===== config.mk =====
export PLATFORM = sky130hd
export DESIGN_NAME = audio_ctl_regs
export DESIGN_NICKNAME = d
export VERILOG_FILES = /design/src/rtl/actl_pkg.sv /design/src/rtl/actl_control.sv /design/src/rtl/actl_datapath.sv /design/src/rtl/audio_ctl_regs.sv
export SDC_FILE = /design/constraint.sdc
export NUM_CORES = 1
export LEC_CHECK = 0
export BUFFER_PORTS_ARGS = -buffer_cell sky130_fd_sc_hd__clkbuf_2
export CORE_MARGIN = 8
export CORE_UTILIZATION = 45
export DETAILED_ROUTE_END_ITERATION = 8
export PLACE_DENSITY = 0.65
export RECOVER_POWER = 25
export SLEW_MARGIN = 20
export SYNTH_ARGS = -nofsm -noshare
export SYNTH_HDL_FRONTEND = slang
export SYNTH_SLANG_ARGS = --single-unit

===== constraint.sdc =====
create_clock -name clk -period 2.19 [get_ports clk]
set_clock_uncertainty 0.05 [all_clocks]
set_input_delay 0.438 -clock clk [delete_from_list [all_inputs] [get_ports clk]]
set_output_delay 0.438 -clock clk [all_outputs]
set_load 0.02 [all_outputs]

===== src/rtl/actl_pkg.sv =====
package actl_pkg;
  localparam int REG_NUM = 32;
  localparam int IDX_W = $clog2(REG_NUM);

  localparam logic [IDX_W-1:0] ADDR_FORMAT  = IDX_W'(8);
  localparam logic [IDX_W-1:0] ADDR_CONFIG  = IDX_W'(9);
  localparam logic [IDX_W-1:0] ADDR_INIT    = IDX_W'(11);
  localparam logic [IDX_W-1:0] ADDR_MODE    = IDX_W'(12);
  localparam logic [IDX_W-1:0] ADDR_RSV_A   = IDX_W'(22);
  localparam logic [IDX_W-1:0] ADDR_ALTSTAT = IDX_W'(24);
  localparam logic [IDX_W-1:0] ADDR_RSV_B   = IDX_W'(27);
  localparam logic [IDX_W-1:0] ADDR_RSV_C   = IDX_W'(29);

  typedef enum logic [1:0] {
    PORT_INDEX  = 2'd0,
    PORT_DATA   = 2'd1,
    PORT_STATUS = 2'd2,
    PORT_PIO    = 2'd3
  } actl_port_e;

  typedef struct packed {
    logic             regWr;
    logic             rdEn;
    logic             statClr;
    logic             mceOn;
    logic             calHit;
    actl_port_e       rdPort;
    logic [IDX_W-1:0] regAddr;
    logic [6:0]       idxVal;
  } actl_strobe_t;

  function automatic logic [7:0] resetValue(input int i);
    case (i)
      2, 3, 4, 5, 18, 19: resetValue = 8'h88;
      6, 7:               resetValue = 8'h80;
      9:                  resetValue = 8'h08;
      12:                 resetValue = 8'h8A;
      25, 26:             resetValue = 8'hA0;
      default:            resetValue = 8'h00;
    endcase
  endfunction
endpackage


===== src/rtl/actl_control.sv =====
module actl_control
  import actl_pkg::*;
#(
  parameter int CAL_COUNT = 1
) (
  input  logic         clk,
  input  logic         rstN,
  input  logic         busSel,
  input  logic         busWr,
  input  logic [1:0]   busAddr,
  input  logic [6:0]   busWdata,
  input  logic         extMode,
  input  logic [1:0]   cfgCalBits,
  output actl_strobe_t stb
);
  localparam int CAL_W = $clog2(CAL_COUNT + 1);

  logic [6:0]       idxReg;
  logic [CAL_W-1:0] calCnt;
  logic             wrAcc, rdAcc, calHit;
  actl_port_e       port;
  logic [IDX_W-1:0] regAddr;

  assign port    = actl_port_e'(busAddr);
  assign wrAcc   = busSel && busWr;
  assign rdAcc   = busSel && !busWr;
  assign regAddr = extMode ? idxReg[IDX_W-1:0] : {1'b0, idxReg[IDX_W-2:0]};
  assign calHit  = rdAcc && (port == PORT_DATA) && (regAddr == ADDR_INIT) && (calCnt != '0);

  always_ff @(posedge clk) begin
    if (!rstN) begin
      idxReg <= 7'h40;
      calCnt <= '0;
    end else if (wrAcc && port == PORT_INDEX) begin
      if (!idxReg[6] && busWdata[6] && (cfgCalBits != 2'b00))
        calCnt <= CAL_W'(CAL_COUNT);
      idxReg <= busWdata;
    end else if (calHit) begin
      calCnt <= calCnt - 1'b1;
    end
  end

  always_comb begin
    stb.regWr   = wrAcc && (port == PORT_DATA);
    stb.statClr = wrAcc && (port == PORT_STATUS);
    stb.rdEn    = rdAcc;
    stb.rdPort  = port;
    stb.mceOn   = idxReg[6];
    stb.calHit  = calHit;
    stb.regAddr = regAddr;
    stb.idxVal  = idxReg;
  end
endmodule


===== src/rtl/actl_datapath.sv =====
module actl_datapath
  import actl_pkg::*;
(
  input  logic         clk,
  input  logic         rstN,
  input  actl_strobe_t stb,
  input  logic [7:0]   wdata,
  input  logic         blockDone,
  output logic [7:0]   rdata,
  output logic         irq,
  output logic [7:0]   fmtReg,
  output logic [7:0]   cfgReg,
  output logic         extMode
);
  logic [7:0] regBank [REG_NUM];
  logic       intFlag;
  logic       piClear;

  assign piClear = stb.regWr && (stb.regAddr == ADDR_ALTSTAT) &&
                   regBank[ADDR_ALTSTAT][4] && !wdata[4];

  always_ff @(posedge clk) begin
    if (!rstN) begin
      for (int i = 0; i < REG_NUM; i++) regBank[i] <= resetValue(i);
    end else begin
      if (stb.regWr) begin
        case (stb.regAddr)
          ADDR_INIT, ADDR_RSV_A, ADDR_RSV_B, ADDR_RSV_C: ;
          ADDR_MODE:   regBank[ADDR_MODE][6] <= wdata[6];
          ADDR_CONFIG: regBank[ADDR_CONFIG] <= {wdata[7:6], 1'b0, wdata[4:0]};
          ADDR_FORMAT: begin
            if (stb.mceOn)
              regBank[ADDR_FORMAT] <= wdata;
            else if (regBank[ADDR_ALTSTAT][4])
              regBank[ADDR_FORMAT] <= {wdata[7:4], regBank[ADDR_FORMAT][3:0]};
          end
          default: regBank[stb.regAddr] <= wdata;
        endcase
      end
      if (stb.statClr) regBank[ADDR_ALTSTAT][6:4] <= 3'b000;
      if (blockDone)   regBank[ADDR_ALTSTAT][4] <= 1'b1;
    end
  end

  always_ff @(posedge clk) begin
    if (!rstN) begin
      intFlag <= 1'b0;
    end else if (blockDone) begin
      intFlag <= 1'b1;
    end else if (stb.statClr || piClear) begin
      intFlag <= 1'b0;
    end
  end

  always_ff @(posedge clk) begin
    if (!rstN) begin
      rdata <= 8'h00;
    end else if (stb.rdEn) begin
      case (stb.rdPort)
        PORT_INDEX:  rdata <= {1'b0, stb.idxVal};
        PORT_DATA:   rdata <= regBank[stb.regAddr] | {2'b00, stb.calHit, 5'b00000};
        PORT_STATUS: rdata <= {7'b0000000, intFlag};
        default:     rdata <= 8'h00;
      endcase
    end
  end

  assign irq     = intFlag;
  assign fmtReg  = regBank[ADDR_FORMAT];
  assign cfgReg  = regBank[ADDR_CONFIG];
  assign extMode = regBank[ADDR_MODE][6];
endmodule


===== src/rtl/audio_ctl_regs.sv =====
module audio_ctl_regs
  import actl_pkg::*;
#(
  parameter int CAL_COUNT = 1
) (
  input  logic       clk,
  input  logic       rstN,
  input  logic       busSel,
  input  logic       busWr,
  input  logic [1:0] busAddr,
  input  logic [7:0] busWdata,
  output logic [7:0] busRdata,
  input  logic       blockDone,
  output logic       irq,
  output logic [7:0] fmtReg,
  output logic [7:0] cfgReg,
  output logic       extMode
);
  actl_strobe_t stb;

  actl_control #(.CAL_COUNT(CAL_COUNT)) u_ctrl (
    .clk        (clk),
    .rstN       (rstN),
    .busSel     (busSel),
    .busWr      (busWr),
    .busAddr    (busAddr),
    .busWdata   (busWdata[6:0]),
    .extMode    (extMode),
    .cfgCalBits (cfgReg[4:3]),
    .stb        (stb)
  );

  actl_datapath u_data (
    .clk       (clk),
    .rstN      (rstN),
    .stb       (stb),
    .wdata     (busWdata),
    .blockDone (blockDone),
    .rdata     (busRdata),
    .irq       (irq),
    .fmtReg    (fmtReg),
    .cfgReg    (cfgReg),
    .extMode   (extMode)
  );
endmodule


==> results.txt <==
Outcome: finished, final reports clean
First-pass GRT wire length: 49500 um
Sw Ratio: 21.5%
Mapped Avg Cell Area: 14.1 sq um
Slew Viols, Final: 0
Initial core utilization: 45.2%
Max Buffers Root-to-Sink: 3
Post-synthesis sequential area ratio: 64.5%
Area taken by flip-flops and latches: 8030 sq um
Die height: 182 um
Antenna-violating nets left: 0
Crit end category: flop
RSZ-0062 raised after global routing: no
Clock sinks: 273
Largest net degree at the start of global routing: 41
GP Congestion: 0.917
Main flop type after synthesis: edfxtp_1
Total Nets Final: 1036
Pwr/cell area: 749 nW/um^2
Cell Area, Placed: 14100 sq um
Fin crit share: 99.8%
Largest cells by area after synthesis: edfxtp_1 62%, mux4_2 12%, and3_1 8.3%, nand2_1 3.1%, dfxtp_1 2.9%
DP Cell Count: 1335
Post-Syn Instances: 882
Synthesized area: 12400 sq um
Ys async rst share: 0%
CTS H-tree lvls: 1
Maxcap violations: 0
TritonCTS buffer count: 27
Slew HR: 34.7%
Initial antenna violation count: 0
Synth Register Bits: 273
Largest area contributor in the netlist: edfxtp_1
Vias per std cell: 5.84
# IOs: 41
Hold Vio Cnt, Final: 0
Multi-input gate area: 4260 sq um
Port Buffers: 40
Share of layout cells above drive strength 1: 25.0%
Pre-antenna DRT Iters: 6
Clock Latency Late Sink: 0.53 ns
Worst hold path class: in -> reg
P_sw: 2390 uW
DRT iter0 DRCs: 803
Synth warnings: 0
Max VDD drop: 0.519 mV
Layout area overhead: 19.6%
Clk slew on worst S/H paths: 0.07 ns
Vias in the first global route: 8103
Post-layout minimum cycle time: 2.19 ns
Combinational Power Share: 5.9%
Distinct cells, synth: 43
Core Region: 27500 sq um
Total grt overflow: 0
DP Wirelength: 21900 um
Routed vias: 8105
Pint: 8740 uW
Total track usage: 19.5%
CTS tree: built
Die width: 182 um
Number of remaining DRC errors: 0
Crit path launch type: flop
Worst EP required: 2.57 ns
WL final: 32400 um
Fmax: 458 MHz
Top cell type's share of synthesized area: 61.6%
Worst Path Max Fanout: 7
Finished Cell Area: 14900 sq um
Fillers: 2266
Final Util: 54.1%
Leakage: 0.00596 uW
Worst Tran Pin Value: 0.980 ns
Die area: 33200 sq um
Flop pwr share: 53.5%
Routed WL per cell: 23.4 um
Number of synthesized flops with an enable pin: 255
N_diodes: 0
Crit path DAT: 2.56 ns
Final setup vio count: 0
Post-Layout Cell Count: 1387
CP Class: reg -> reg
Clk root buf: clkbuf_16
Row count: 61
Clk pwr share: 40.6%
-- power by group through the flow --
stage               sequential, uW  clock, uW  combinational (uW)
finish                        5960       4520                 652
global route                  5970       4770                 695
CTS                           5960       4580                 663
detailed placement            6070          0                 658
global placement              6060          0                 649
floorplan                     6050          0                 347
-- worst paths after layout --
path | slack [ns] | cells past startpoint | to | startpoint
worst max register to register | 0.004 | 6 | u_data.rdata[7] | u_ctrl.idxReg[0]
worst min register to register | 0.43 | 2 | u_ctrl.idxReg[5] | u_ctrl.idxReg[5]
worst min-delay path | 0.14 | 3 | u_data.irq | blockDone
worst max-delay path | 0.004 | 6 | u_data.rdata[7] | u_ctrl.idxReg[0]
-- cell usage after synthesis, types with 2 or more instances --
master / count
o2bb2ai_1: 6
nand4_1: 9
nand3_1: 5
buf_2: 14
o31ai_1: 5
nand2b_1: 5
nor2_1: 32
dfxtp_1: 18
or2_2: 4
o21ai_0: 5
or3_1: 21
nand2_1: 101
nor3_1: 6
nor2b_1: 2
and2_1: 11
nor3_2: 2
buf_1: 2
conb_1: 2
mux4_2: 64
buf_4: 4
mux2i_1: 2
and3_1: 164
inv_1: 12
a21oi_1: 9
clkbuf_1: 71
a22oi_1: 35
edfxtp_1: 255
-- placed cells by master (no fill, tap or decap), types with 2 or more instances in the layout --
cell	count
edfxtp_1	255
and3_1	164
nand2_1	83
buf_4	82
mux4_2	64
clkbuf_1	46
conb_1	40
a22oi_1	34
nor2_1	31
clkbuf_16	27
clkbuf_2	24
or3_1	21
buf_12	17
dfxtp_1	16
nand2_4	14
inv_1	12
and2_1	9
nand4_1	9
a21oi_1	9
nor3_1	6
o2bb2ai_1	6
clkinv_1	6
nand2b_1	5
o21ai_0	5
nand3_1	5
o31ai_1	5
or2_2	4
nand2_2	4
clkinv_2	4
bufinv_16	3
nor3_4	2
mux2i_1	2
buf_6	2
clkbuf_4	2
dfxtp_4	2
-- metrics by stage --
stage          hold WS [ns]  TNS, ns  total power (uW)  worst slack [ns]
2_1_floorplan         0.390    -2.39              6390           -0.0458
3_3_place_gp          0.409    -2.03              6710           -0.0951
3_5_place_dp          0.416    -1.56              6730           -0.0870
4_1_cts               0.127        0             11200          0.000356
5_1_grt               0.143        0             11400           0.00472
6_report              0.139        0             11100           0.00439
-- state kept, by name, indices dropped and copies added (netlist names) --
signal / cells
u_data.regBank: 256
u_data.rdata: 8
u_ctrl.idxReg: 7
u_ctrl.calCnt: 1
u_data.irq: 1
-- critical path, stage by stage (launching register included) --
cell and delay (ns):
dfxtp_4 0.36, buf_4 0.12, buf_4 0.19, mux4_2 0.54
a22oi_1 0.32, nand4_1 0.23, a32o_1 0.27
-- per-layer routing --
metal  up-vias  global-route usage (%)  wire length (um)
met5         -                       0                 0
li1       3621                       -                 -
met3        58                    2.76              1960
met1      4140                    26.4             13800
met4         0                    6.07               867
met2       286                    32.2             15800
-- final cells by class --
type	count	area share (%)
multi-input combinational	543	28.7
timing repair buffer	164	8.43
inverter	12	0.303
tap	346	2.91
clock buffer	36	4.77
clock inverter	13	0.892
sequential	273	54.0
-- what timing repair did --
action                     in CTS  in global routing
buffers inserted                1                  2
hold buffers                    0                  0
resized for setup               2                  3
pin swaps                       1                  0
setup endpoints to repair       2                 48
-- cell families after synthesis --
kind of cell / count (synthesis) / synth area share [%]
other cells: 2 / 0.0604
simple gates: 370 / 16.3
compound gates: 67 / 3.86
mux: 66 / 11.8
flops: 273 / 64.5
buf+inv: 104 / 3.46
(Power assumes the default switching activity.)
